==> src/rtl/i2f_pkg.sv <==
package i2f_pkg;
  localparam logic [1:0] RM_NEAR = 2'b00;
  localparam logic [1:0] RM_ZERO = 2'b01;
  localparam logic [1:0] RM_PINF = 2'b10;
  localparam logic [1:0] RM_NINF = 2'b11;

  localparam int CLS_W = 5;
  localparam logic [CLS_W-1:0] CLS_NONE  = 5'b00000;
  localparam logic [CLS_W-1:0] CLS_PZERO = 5'b00010;
  localparam logic [CLS_W-1:0] CLS_PNORM = 5'b00100;
  localparam logic [CLS_W-1:0] CLS_NNORM = 5'b10000;
endpackage

==> src/rtl/i2f_operand.sv <==
// Source width selection and sign/magnitude split.
module i2f_operand #(
  parameter int INT_W = 64
) (
  input  logic [INT_W-1:0] operand,
  input  logic             is_signed,
  input  logic             wide,
  output logic [INT_W-1:0] mag,
  output logic             neg
);
  localparam int HALF = INT_W / 2;

  logic [INT_W-1:0] ext;

  always_comb begin
    if (wide) ext = operand;
    else      ext = {{HALF{is_signed & operand[HALF-1]}}, operand[HALF-1:0]};
    neg = is_signed & ext[INT_W-1];
    mag = neg ? (~ext + INT_W'(1)) : ext;
  end
endmodule

==> src/rtl/i2f_normalize.sv <==
// Leading-one detection and left shift so the leading one lands in the top bit.
module i2f_normalize #(
  parameter int INT_W = 64,
  localparam int LZ_W = $clog2(INT_W)
) (
  input  logic [INT_W-1:0] mag,
  output logic [INT_W-2:0] below,
  output logic [LZ_W-1:0]  lz,
  output logic             is_zero
);
  logic [INT_W-1:0] shifted;

  always_comb begin
    lz = '0;
    for (int i = 0; i < INT_W; i++) begin
      if (mag[i]) lz = LZ_W'(INT_W - 1 - i);
    end
    shifted = mag << lz;
    is_zero = ~shifted[INT_W-1];
    below   = shifted[INT_W-2:0];
  end
endmodule

==> src/rtl/i2f_round.sv <==
// Rounds the bits below the hidden one to F fraction bits.
module i2f_round #(
  parameter int IN_W = 63,
  parameter int F    = 52
) (
  input  logic [IN_W-1:0] bits_in,
  input  logic            neg,
  input  logic [1:0]      rmode,
  output logic [F-1:0]    frac,
  output logic            carry,
  output logic            inc,
  output logic            inexact
);
  import i2f_pkg::*;
  localparam int RB = IN_W - F;

  logic [F-1:0] kept;
  logic         guard, sticky;

  always_comb begin
    kept    = bits_in[IN_W-1 -: F];
    guard   = bits_in[RB-1];
    sticky  = |bits_in[RB-2:0];
    inexact = guard | sticky;
    case (rmode)
      RM_NEAR: inc = guard & (sticky | kept[0]);
      RM_ZERO: inc = 1'b0;
      RM_PINF: inc = inexact & ~neg;
      default: inc = inexact & neg;
    endcase
    frac  = kept + F'(inc);
    carry = inc & (&kept);
  end
endmodule

==> src/rtl/int2fp_conv.sv <==
module int2fp_conv #(
  parameter int INT_W   = 64,
  parameter int DEXP_W  = 11,
  parameter int DFRAC_W = 52,
  parameter int SFRAC_W = 23,
  localparam int RES_W  = 1 + DEXP_W + DFRAC_W,
  localparam int LZ_W   = $clog2(INT_W),
  localparam int BIAS   = (1 << (DEXP_W - 1)) - 1
) (
  input  logic                 clk,
  input  logic                 rst,
  input  logic                 in_valid,
  input  logic [INT_W-1:0]     in_operand,
  input  logic                 in_signed,
  input  logic                 in_wide,
  input  logic                 in_double,
  input  logic [1:0]           in_rmode,
  output logic                 out_valid,
  output logic [RES_W-1:0]     out_result,
  output logic [4:0]           out_class,
  output logic                 out_frac_rnd,
  output logic                 out_inexact,
  output logic                 out_status_we
);
  import i2f_pkg::*;

  logic [INT_W-1:0] mag;
  logic             neg;
  logic [INT_W-2:0] below;
  logic [LZ_W-1:0]  lz;
  logic             is_zero;

  i2f_operand #(.INT_W(INT_W)) u_operand (
    .operand(in_operand), .is_signed(in_signed), .wide(in_wide),
    .mag(mag), .neg(neg)
  );

  i2f_normalize #(.INT_W(INT_W)) u_norm (
    .mag(mag), .below(below), .lz(lz), .is_zero(is_zero)
  );

  // Index 0 = single precision, index 1 = double precision.
  logic [DFRAC_W-1:0] frac_p  [2];
  logic               carry_p [2];
  logic               inc_p   [2];
  logic               inex_p  [2];

  for (genvar g = 0; g < 2; g++) begin : g_prec
    localparam int FW = (g == 1) ? DFRAC_W : SFRAC_W;
    logic [FW-1:0] rfrac;
    i2f_round #(.IN_W(INT_W - 1), .F(FW)) u_round (
      .bits_in(below), .neg(neg), .rmode(in_rmode),
      .frac(rfrac), .carry(carry_p[g]), .inc(inc_p[g]), .inexact(inex_p[g])
    );
    assign frac_p[g] = DFRAC_W'(rfrac) << (DFRAC_W - FW);
  end

  logic               sel;
  logic               quiet;
  logic [DEXP_W-1:0]  exp_b;
  logic [RES_W-1:0]   res_c;
  logic [4:0]         cls_c;
  logic               fr_c, xx_c;

  always_comb begin
    sel   = in_double;
    quiet = ~in_wide & in_double;
    exp_b = DEXP_W'(BIAS + INT_W - 1) - DEXP_W'(lz) + DEXP_W'(carry_p[sel]);
    if (is_zero) begin
      res_c = '0;
      cls_c = CLS_PZERO;
      fr_c  = 1'b0;
      xx_c  = 1'b0;
    end else begin
      res_c = {neg, exp_b, frac_p[sel]};
      cls_c = neg ? CLS_NNORM : CLS_PNORM;
      fr_c  = inc_p[sel];
      xx_c  = inex_p[sel];
    end
    if (quiet) begin
      cls_c = CLS_NONE;
      fr_c  = 1'b0;
      xx_c  = 1'b0;
    end
  end

  always_ff @(posedge clk) begin
    if (rst) begin
      out_valid     <= 1'b0;
      out_status_we <= 1'b0;
      out_result    <= '0;
      out_class     <= CLS_NONE;
      out_frac_rnd  <= 1'b0;
      out_inexact   <= 1'b0;
    end else begin
      out_valid     <= in_valid;
      out_status_we <= in_valid & ~quiet;
      if (in_valid) begin
        out_result   <= res_c;
        out_class    <= cls_c;
        out_frac_rnd <= fr_c;
        out_inexact  <= xx_c;
      end
    end
  end

  // Checks on the registered stage.
  assert_one_cycle_R1: assert property (@(posedge clk) disable iff (rst)
    in_valid |=> out_valid);

  assert_quiet_path_R2: assert property (@(posedge clk) disable iff (rst)
    (in_valid && !in_wide && in_double) |=> (!out_status_we && !out_frac_rnd && !out_inexact));

  assert_rz_no_increment_R4: assert property (@(posedge clk) disable iff (rst)
    (in_valid && in_rmode == RM_ZERO) |=> !out_frac_rnd);

  assert_class_onehot_R6: assert property (@(posedge clk) disable iff (rst)
    out_valid |-> $onehot0(out_class));

  assert_increment_inexact_R7: assert property (@(posedge clk) disable iff (rst)
    (out_valid && out_frac_rnd) |-> out_inexact);

  assert_zero_result_R9: assert property (@(posedge clk) disable iff (rst)
    (in_valid && (in_wide ? (in_operand == '0) : (in_operand[INT_W/2-1:0] == '0)))
      |=> (out_result == '0));

  assert_unsigned_sign_R10: assert property (@(posedge clk) disable iff (rst)
    (in_valid && !in_signed) |=> !out_result[RES_W-1]);
endmodule

==> config.mk <==
export PLATFORM = sky130hd
export DESIGN_NAME = int2fp_conv
export DESIGN_NICKNAME = d
export VERILOG_FILES = /design/src/rtl/i2f_pkg.sv /design/src/rtl/i2f_operand.sv /design/src/rtl/i2f_normalize.sv /design/src/rtl/i2f_round.sv /design/src/rtl/int2fp_conv.sv
export SDC_FILE = /design/constraint.sdc
export NUM_CORES = 1
export LEC_CHECK = 0
export BUFFER_PORTS_ARGS = -buffer_cell sky130_fd_sc_hd__buf_4
export CAP_MARGIN = 10
export CELL_PAD_IN_SITES_DETAIL_PLACEMENT = 0
export CELL_PAD_IN_SITES_GLOBAL_PLACEMENT = 2
export CORE_AREA = 5 5 187 234
export CTS_CLUSTER_DIAMETER = 30
export DETAILED_ROUTE_END_ITERATION = 8
export DIE_AREA = 0 0 192 239
export HOLD_SLACK_MARGIN = 0.06
export MAX_ROUTING_LAYER = met4
export PLACE_DENSITY_LB_ADDON = 0.1
export SETUP_SLACK_MARGIN = 0.2
export SYNTH_ARGS = -nofsm -noshare
export SYNTH_HDL_FRONTEND = slang
export SYNTH_SLANG_ARGS = --single-unit
==> constraint.sdc <==
create_clock -name clk -period 9.8 [get_ports clk]
set_input_delay 0.98 -clock clk [delete_from_list [all_inputs] [get_ports clk]]
set_output_delay 0.98 -clock clk [all_outputs]
set_load 0.03 [all_outputs]
Yosys cells after proc, flatten, opt, wreduce, memory -nomap -nowiden
Cells that the tools add are included.
{"block": "classes", "add_sub_neg": 5, "order_cmp": 1, "n_eq_ne": 2, "n_shift": 1, "muxes": 88, "bitwise_logic": 21, "reduce_logical": 5}
{"operator": "6-bit 2-to-1 mux", "count": 64}
{"operator": "64-bit 2-to-1 mux", "count": 3}
{"operator": "52-bit 2-to-1 mux", "count": 3}
{"operator": "64-bit by 1-bit adder with 64-bit output (second input constant)", "count": 1}
{"operator": "64-bit inverter", "count": 1}
{"operator": "64-bit by 6-bit left shift with 64-bit output", "count": 1}
{"operator": "52-bit by 1-bit adder with 52-bit output", "count": 1}
{"operator": "52-bit AND reduction", "count": 1}
{"operator": "39-bit OR reduction", "count": 1}
{"operator": "23-bit by 1-bit adder with 23-bit output", "count": 1}
{"operator": "23-bit AND reduction", "count": 1}
{"operator": "5-bit 2-to-1 mux", "count": 3}
{"operator": "1-bit 2-to-1 mux", "count": 13}
{"operator": "1-bit AND", "count": 12}
{"operator": "11-bit by 1-bit adder with 11-bit output", "count": 1}
{"operator": "11-bit by 6-bit subtractor with 11-bit output (first input constant)", "count": 1}
{"operator": "10-bit OR reduction", "count": 1}
{"operator": "1-bit one-hot mux with 3 select lines", "count": 2}
{"operator": "1-bit bitwise OR", "count": 4}
{"operator": "1-bit inverter", "count": 3}
{"operator": "2-bit by 1-bit == test with 1-bit output (second input constant)", "count": 1}
{"operator": "2-bit == test (second input constant)", "count": 1}
{"operator": "2-bit >= comparator (second input constant)", "count": 1}
{"operator": "2-bit zero test", "count": 1}
{"operator": "1-bit inverter with 2-bit output", "count": 1}
{"block": "totals", "register_bits": 73, "inputBits": 72, "out_inout_bits": 73, "word_cells": 129}

Depth between registers and ports, before layout
{"block": "depth", "depth_word": 80, "mapped_depth": 36, "depth_no_buf": 29}

Hierarchy
A second synthesis with hierarchy kept.
{"block": "hier_totals", "cells_unflattened": 1877, "hier_area_um2": 12846.1}
{"module": "i2f_normalize", "n_inst": 1, "cells_each": 908, "area_per_inst_um2": 5636.7, "seq_area_each_um2": 0.0}
{"module": "int2fp_conv", "n_inst": 1, "cells_each": 349, "area_per_inst_um2": 3110.5, "seq_area_each_um2": 1421.4}
{"module": "i2f_operand", "n_inst": 1, "cells_each": 337, "area_per_inst_um2": 2094.5, "seq_area_each_um2": 0.0}
{"module": "i2f_round (g_prec[1].u_round)", "n_inst": 1, "cells_each": 199, "area_per_inst_um2": 1385.1, "seq_area_each_um2": 0.0}
{"module": "i2f_round (g_prec[0].u_round)", "n_inst": 1, "cells_each": 84, "area_per_inst_um2": 619.3, "seq_area_each_um2": 0.0}

Worst setup path after synthesis
OpenSTA, ideal clock, no wires.
{"block": "synth_timing", "kind": "input -> register", "startpoint": "in in_operand[0]", "endpoint": "reg out_result[45]", "setup_ns": 0.117, "t_arrival_ns": 7.503, "t_required_ns": 9.683, "path_slack_ns": 2.180, "stages": 33, "path_buffers": 5, "path_cell_list": "inv_1 -> ha_1 -> nor4b_2 -> nand4_2 -> or3_1 -> or4b_1 -> xor2_1 -> o32ai_1 -> nand3_2 -> nor2_4 -> a21oi_4 -> inv_4 -> buf_6 -> buf_4 -> buf_4 -> clkbuf_1 -> a21oi_1 -> a221oi_1 -> a31oi_1 -> o31ai_1 -> nand3_1 -> nor4_1 -> a21oi_1 -> o21ai_0 -> nor2_1 -> ha_1 -> ha_1 -> nand2_1 -> or2_2 -> clkbuf_1 -> a21oi_2 -> a21o_1 -> a32o_1"}
{"block": "synth_via", "elab_chain_len": 78, "elab_cells_between_ends": 89, "cone_classes": "add/sub (3); shift (1); mux (72); bitwise (11); reduce/logical (2)"}
{"item": "start: declaration", "line_no": "int2fp_conv.sv:13", "source": "input logic [INT_W-1:0] in_operand,"}
{"item": "64-bit 2-to-1 mux (*)", "line_no": "i2f_operand.sv:16", "source": "if (wide) ext = operand;"}
{"item": "64-bit inverter", "line_no": "i2f_operand.sv:19", "source": "mag = neg ? (~ext + INT_W'(1)) : ext;"}
{"item": "64-bit by 1-bit adder with 64-bit output", "line_no": "i2f_operand.sv:19"}
{"item": "64-bit 2-to-1 mux (*)", "line_no": "i2f_operand.sv:19"}
{"item": "6-bit 2-to-1 mux (64 in a row)", "line_no": "i2f_normalize.sv:16", "source": "if (mag[i]) lz = LZ_W'(INT_W - 1 - i);"}
{"item": "64-bit by 6-bit left shift with 64-bit output (*)", "line_no": "i2f_normalize.sv:18", "source": "shifted = mag << lz;"}
{"item": "10-bit OR reduction or 39-bit OR reduction (tied branches)", "line_no": "i2f_round.sv:23", "source": "sticky = |bits_in[RB-2:0];"}
{"item": "1-bit bitwise OR, on equally long branches", "line_no": "i2f_round.sv:24, i2f_round.sv:26"}
{"item": "1-bit AND, on equally long branches", "line_no": "i2f_round.sv:29, i2f_round.sv:26, i2f_round.sv:28"}
{"item": "1-bit one-hot mux with 3 select lines", "line_no": "i2f_round.sv:25", "source": "case (rmode)"}
{"item": "52-bit by 1-bit adder with 52-bit output or 23-bit by 1-bit adder with 23-bit output (tied branches)", "line_no": "i2f_round.sv:31", "source": "frac = kept + F'(inc);"}
{"item": "52-bit 2-to-1 mux (implied by the code) (3 in a row)", "line_no": "int2fp_conv.sv:75", "source": "res_c = {neg, exp_b, frac_p[sel]};"}
{"item": "64-bit 2-to-1 mux (*)", "line_no": "int2fp_conv.sv:69", "source": "if (is_zero) begin"}
{"item": "end signal: assignment", "line_no": "int2fp_conv.sv:99", "source": "out_result <= res_c;"}
{"item": "end: declaration", "line_no": "int2fp_conv.sv:19", "source": "output logic [RES_W-1:0] out_result,"}
Mark *: on every way between the ends. The rest lies on a longest branch, timed or not. The select of a mux whose other input is x is not followed.
A chain may end at the register's enable or synchronous reset.

Final worst setup path
{"block": "layout_timing", "startpoint": "in in_operand[0]", "endpoint": "reg out_result[58]"}
{"block": "layout_via", "elab_chain_len": 79, "elab_cells_between_ends": 93, "cone_classes": "add/sub (3); shift (1); mux (72); bitwise (13); reduce/logical (4)"}
{"item": "64-bit 2-to-1 mux (*)", "line_no": "i2f_operand.sv:16"}
{"item": "64-bit inverter", "line_no": "i2f_operand.sv:19"}
{"item": "64-bit by 1-bit adder with 64-bit output", "line_no": "i2f_operand.sv:19"}
{"item": "64-bit 2-to-1 mux (*)", "line_no": "i2f_operand.sv:19"}
{"item": "6-bit 2-to-1 mux (64 in a row)", "line_no": "i2f_normalize.sv:16"}
{"item": "64-bit by 6-bit left shift with 64-bit output", "line_no": "i2f_normalize.sv:18"}
{"item": "39-bit OR reduction or 10-bit OR reduction (tied branches)", "line_no": "i2f_round.sv:23"}
{"item": "1-bit bitwise OR, on equally long branches", "line_no": "i2f_round.sv:24, i2f_round.sv:26"}
{"item": "1-bit AND, on equally long branches", "line_no": "i2f_round.sv:29, i2f_round.sv:26, i2f_round.sv:28"}
{"item": "1-bit one-hot mux with 3 select lines", "line_no": "i2f_round.sv:25"}
{"item": "1-bit AND", "line_no": "i2f_round.sv:32", "source": "carry = inc & (&kept);"}
{"item": "1-bit 2-to-1 mux (implied by the code) (3 in a row)", "line_no": "int2fp_conv.sv:68", "source": "exp_b = DEXP_W'(BIAS + INT_W - 1) - DEXP_W'(lz) + DEXP_W'(carry_p[sel]);"}
{"item": "11-bit by 1-bit adder with 11-bit output", "line_no": "int2fp_conv.sv:68"}
{"item": "64-bit 2-to-1 mux (*)", "line_no": "int2fp_conv.sv:69"}
Marks and branches as above.

==> flow_summary.toml <==
[die]
core_um2 = 41500
die_area_um2 = 45900
ios = 145
start_util_pct = 34.4
die_w_um = 192
rows = 84
dieHeight_um = 239

[yosys]
syn_inst = 2084
synth_area_per_cell_um2 = 6.86
yosys.area.top_type = "dfxtp_1"
synthDistinctLibCells = 112
synth_ff_type = "dfxtp_1"
synth_top_cell_area_share_pct = 9.94
synth_top_family_by_area = "compound AO/OA/AOI/OAI gates"
synth_area_leaders = "dfxtp_1 (9.9%), nand2_1 (6.8%), mux2i_1 (4.9%)"
yosysMostFrequentCell = "nand2_1"
synth-adder-area-share_pct = 0.613
ys_seq_area_share_pct = 9.94
async_flop_share_pct = 0
ys_top_cells_by_count = "nand2_1 (259), nor2_1 (142), o21ai_0 (129), a21oi_1 (126), nand3_1 (95)"
synth_simple_gate_area_share_pct = 30.6
synthMuxAreaShare_pct = 6.66
synth-seq-cells = 71
synth_edf_count = 0
syn_area_um2 = 14300
synth_compound_area_share_pct = 38.3
ys_warn_count = 0
synth_xor_xnor_area_share_pct = 7.53

[clock_tree]
cts_buffers = 9
cts_root_buffer = "clkbuf_16"
clock-sinks = 71
tritoncts = "built"
cts-htree-levels = 3
clk_pin_slew_ps = 70
worstSkewPairLatency_ps = 360
hold_buffers = 0
postCtsSetupBuffers = 0
post_cts_resized = 0
ctsLongestPathBuffers = 2

[pwr]
p_comb_share_pct = 75.9
power_density_nw_per_um2 = 157
power.leakage_nw = 6.50
cellInternalPower_mw = 1.24
ir_drop_mv = 0.106
total_power_mw = 2.76
sequentialPowerShare_pct = 12.5
switching_share_pct = 55.0
power_frac_clock_pct = 11.6
netSwitchingPower_mw = 1.52

[min_path]
hp-class = "reg -> reg"
min_path_cells = 2

[global_routing]
grt_usage_pct = 34.8
grt_pass1_wl_um = 118000
grt_pass1_vias = 17861
grt_max_degree = 80
grt.overflow.total = 0
antenna_found_initial = 0

[sta]
setup_viol = 0
tns_ps = 0
slew_viol_final = 0
worst_slew_pin_slew_ps = 1180
relSlewSlack_pct = 20.7
min_period_ps = 9130
fmax_mhz = 109
post-route-period-util_pct = 93.2
skew_ps = 0
rsz0062_at_grt = "no"
finalHoldViolCount = 0

[setup_path]
reg2reg_from = "out_result[38]"
critPathSlowestCell = "a22oi_1"
cp_num_cells = 32
worstPathRequired_ps = 10100
path_max_fanout = 8
worstSetupPathType = "in -> reg"
r2r_end = "out_result[38]"
startpoint_type = "input port"
arrival_ps = 9430
reg2reg_slack_ps = 9100
cp_top_family = "simple AND/OR/NAND/NOR gates"
slowest_delay_ps = 670
crit_path_start = "in_operand[0]"
critPathCaptureType = "flop"
crit_end = "out_result[58]"
cp_num_buf_inv = 6
cpMostUsedCell = "buf_4"
reg2regPathDepth = 2

[job]
maxCapViolCount = 0

[finish]
area_growth_pct = 23.0
num-fill-cells = 4488
nets = 2395
drive_gt1_share_pct = 22.4
n_antenna_cell = 0
fin_cells = 2880

[placed_design]
dp_cells = 2864
port_buffers = 142
dp_hpwl_um = 66000
gp_congestion = 1.00

[detailed_routing]
drt-pass1-iter-count = 6
drt-vias-per-instance = 6.59
drc = 0
wl_per_cell_um = 28.1
drtAntennaViolNets = 0
vias = 18987
drt_iter0_drc = 2191
wl_um = 81100

[run_status]
status = "finished clean"
[metrics by stage]
stage | utilization, % | hold WS, ps | instance area (um2) | worst slack (ps)
after floorplan | - | 570 | 14300 | 2180
after global placement | 41.6 | 436 | 17300 | 198
after detailed placement | 41.6 | 441 | 17300 | 198
after CTS | 42.3 | 451 | 17600 | 546
after global routing | 42.3 | 466 | 17600 | 203
final | 42.3 | 447 | 17600 | 667
[cell usage in the layout (no fill, tap or decap), types with 59 or more instances in the layout]
master	n
xnor2_1	72
nor2_1	141
mux2i_1	70
nand3_1	95
nor3_1	59
o21ai_0	129
nand2_1	257
a21oi_1	125
o211ai_1	88
buf_4	379
dfxtp_1	71
[state kept, by name (all words and copies together) (netlist names)]
register,cells
out_status_we,1
out_result,64
out_valid,1
out_class,3
out_frac_rnd,1
out_inexact,1
[worst min path at each step]
stage                     slack (ps)      startpoint             end
after global placement           440  out_result[18]  out_result[18]
after CTS                        450  out_result[48]  out_result[48]
final                            450  out_result[48]  out_result[48]
after detailed placement         440  out_result[48]  out_result[48]
after floorplan                  570  out_result[58]  out_result[58]
after global routing             470  out_result[50]  out_result[50]
[layout make-up]
type	count	area, um2	area share [%]
Multi-Input combinational cell	1824	12100	68.6
Clock inverter	7	61.3	0.349
Clock buffer	9	225	1.28
Inverter	22	85.1	0.484
Tap cell	559	699	3.98
Timing Repair Buffer	388	3030	17.2
Sequential cell	71	1420	8.08
[metal layers]
metal	up-vias	global-route usage (%)	share of wire, %
li1	8634	-	-
met1	9126	40.8	39
met2	967	58.2	48
met3	260	2.79	5.7
met4	0	20.1	7.1
met5	-	-	0
[tightest hold or removal path, delay by kind of cell (launching register included)]
kind	cells	cell delay, ps
flops	1	310
compound gates	1	50
simple gates	1	50
[power by group through the flow]
| stage | Sequential, mW | Clock [mW] | Combinational (mW) |
|---|---|---|---|
| after global routing | 0.348 | 0.337 | 2.19 |
| after detailed placement | 0.351 | 0 | 2.03 |
| after global placement | 0.350 | 0 | 2.04 |
| final | 0.344 | 0.321 | 2.09 |
| after floorplan | 0.420 | 0 | 1.11 |
| after CTS | 0.345 | 0.328 | 2.04 |
[logic make-up (layout without fill, tap and decap cells)]
| kind of cell | after synthesis | after routing |
|---|---|---|
| simple gates | 830 | 830 |
| compound gates | 770 | 770 |
| buf+inv | 190 | 426 |
| xor+xnor | 123 | 123 |
| mux | 92 | 92 |
| flops | 71 | 71 |
| fa+ha+maj | 7 | 7 |
| other cells | 1 | 2 |
Power figures use the tool's default switching activity.
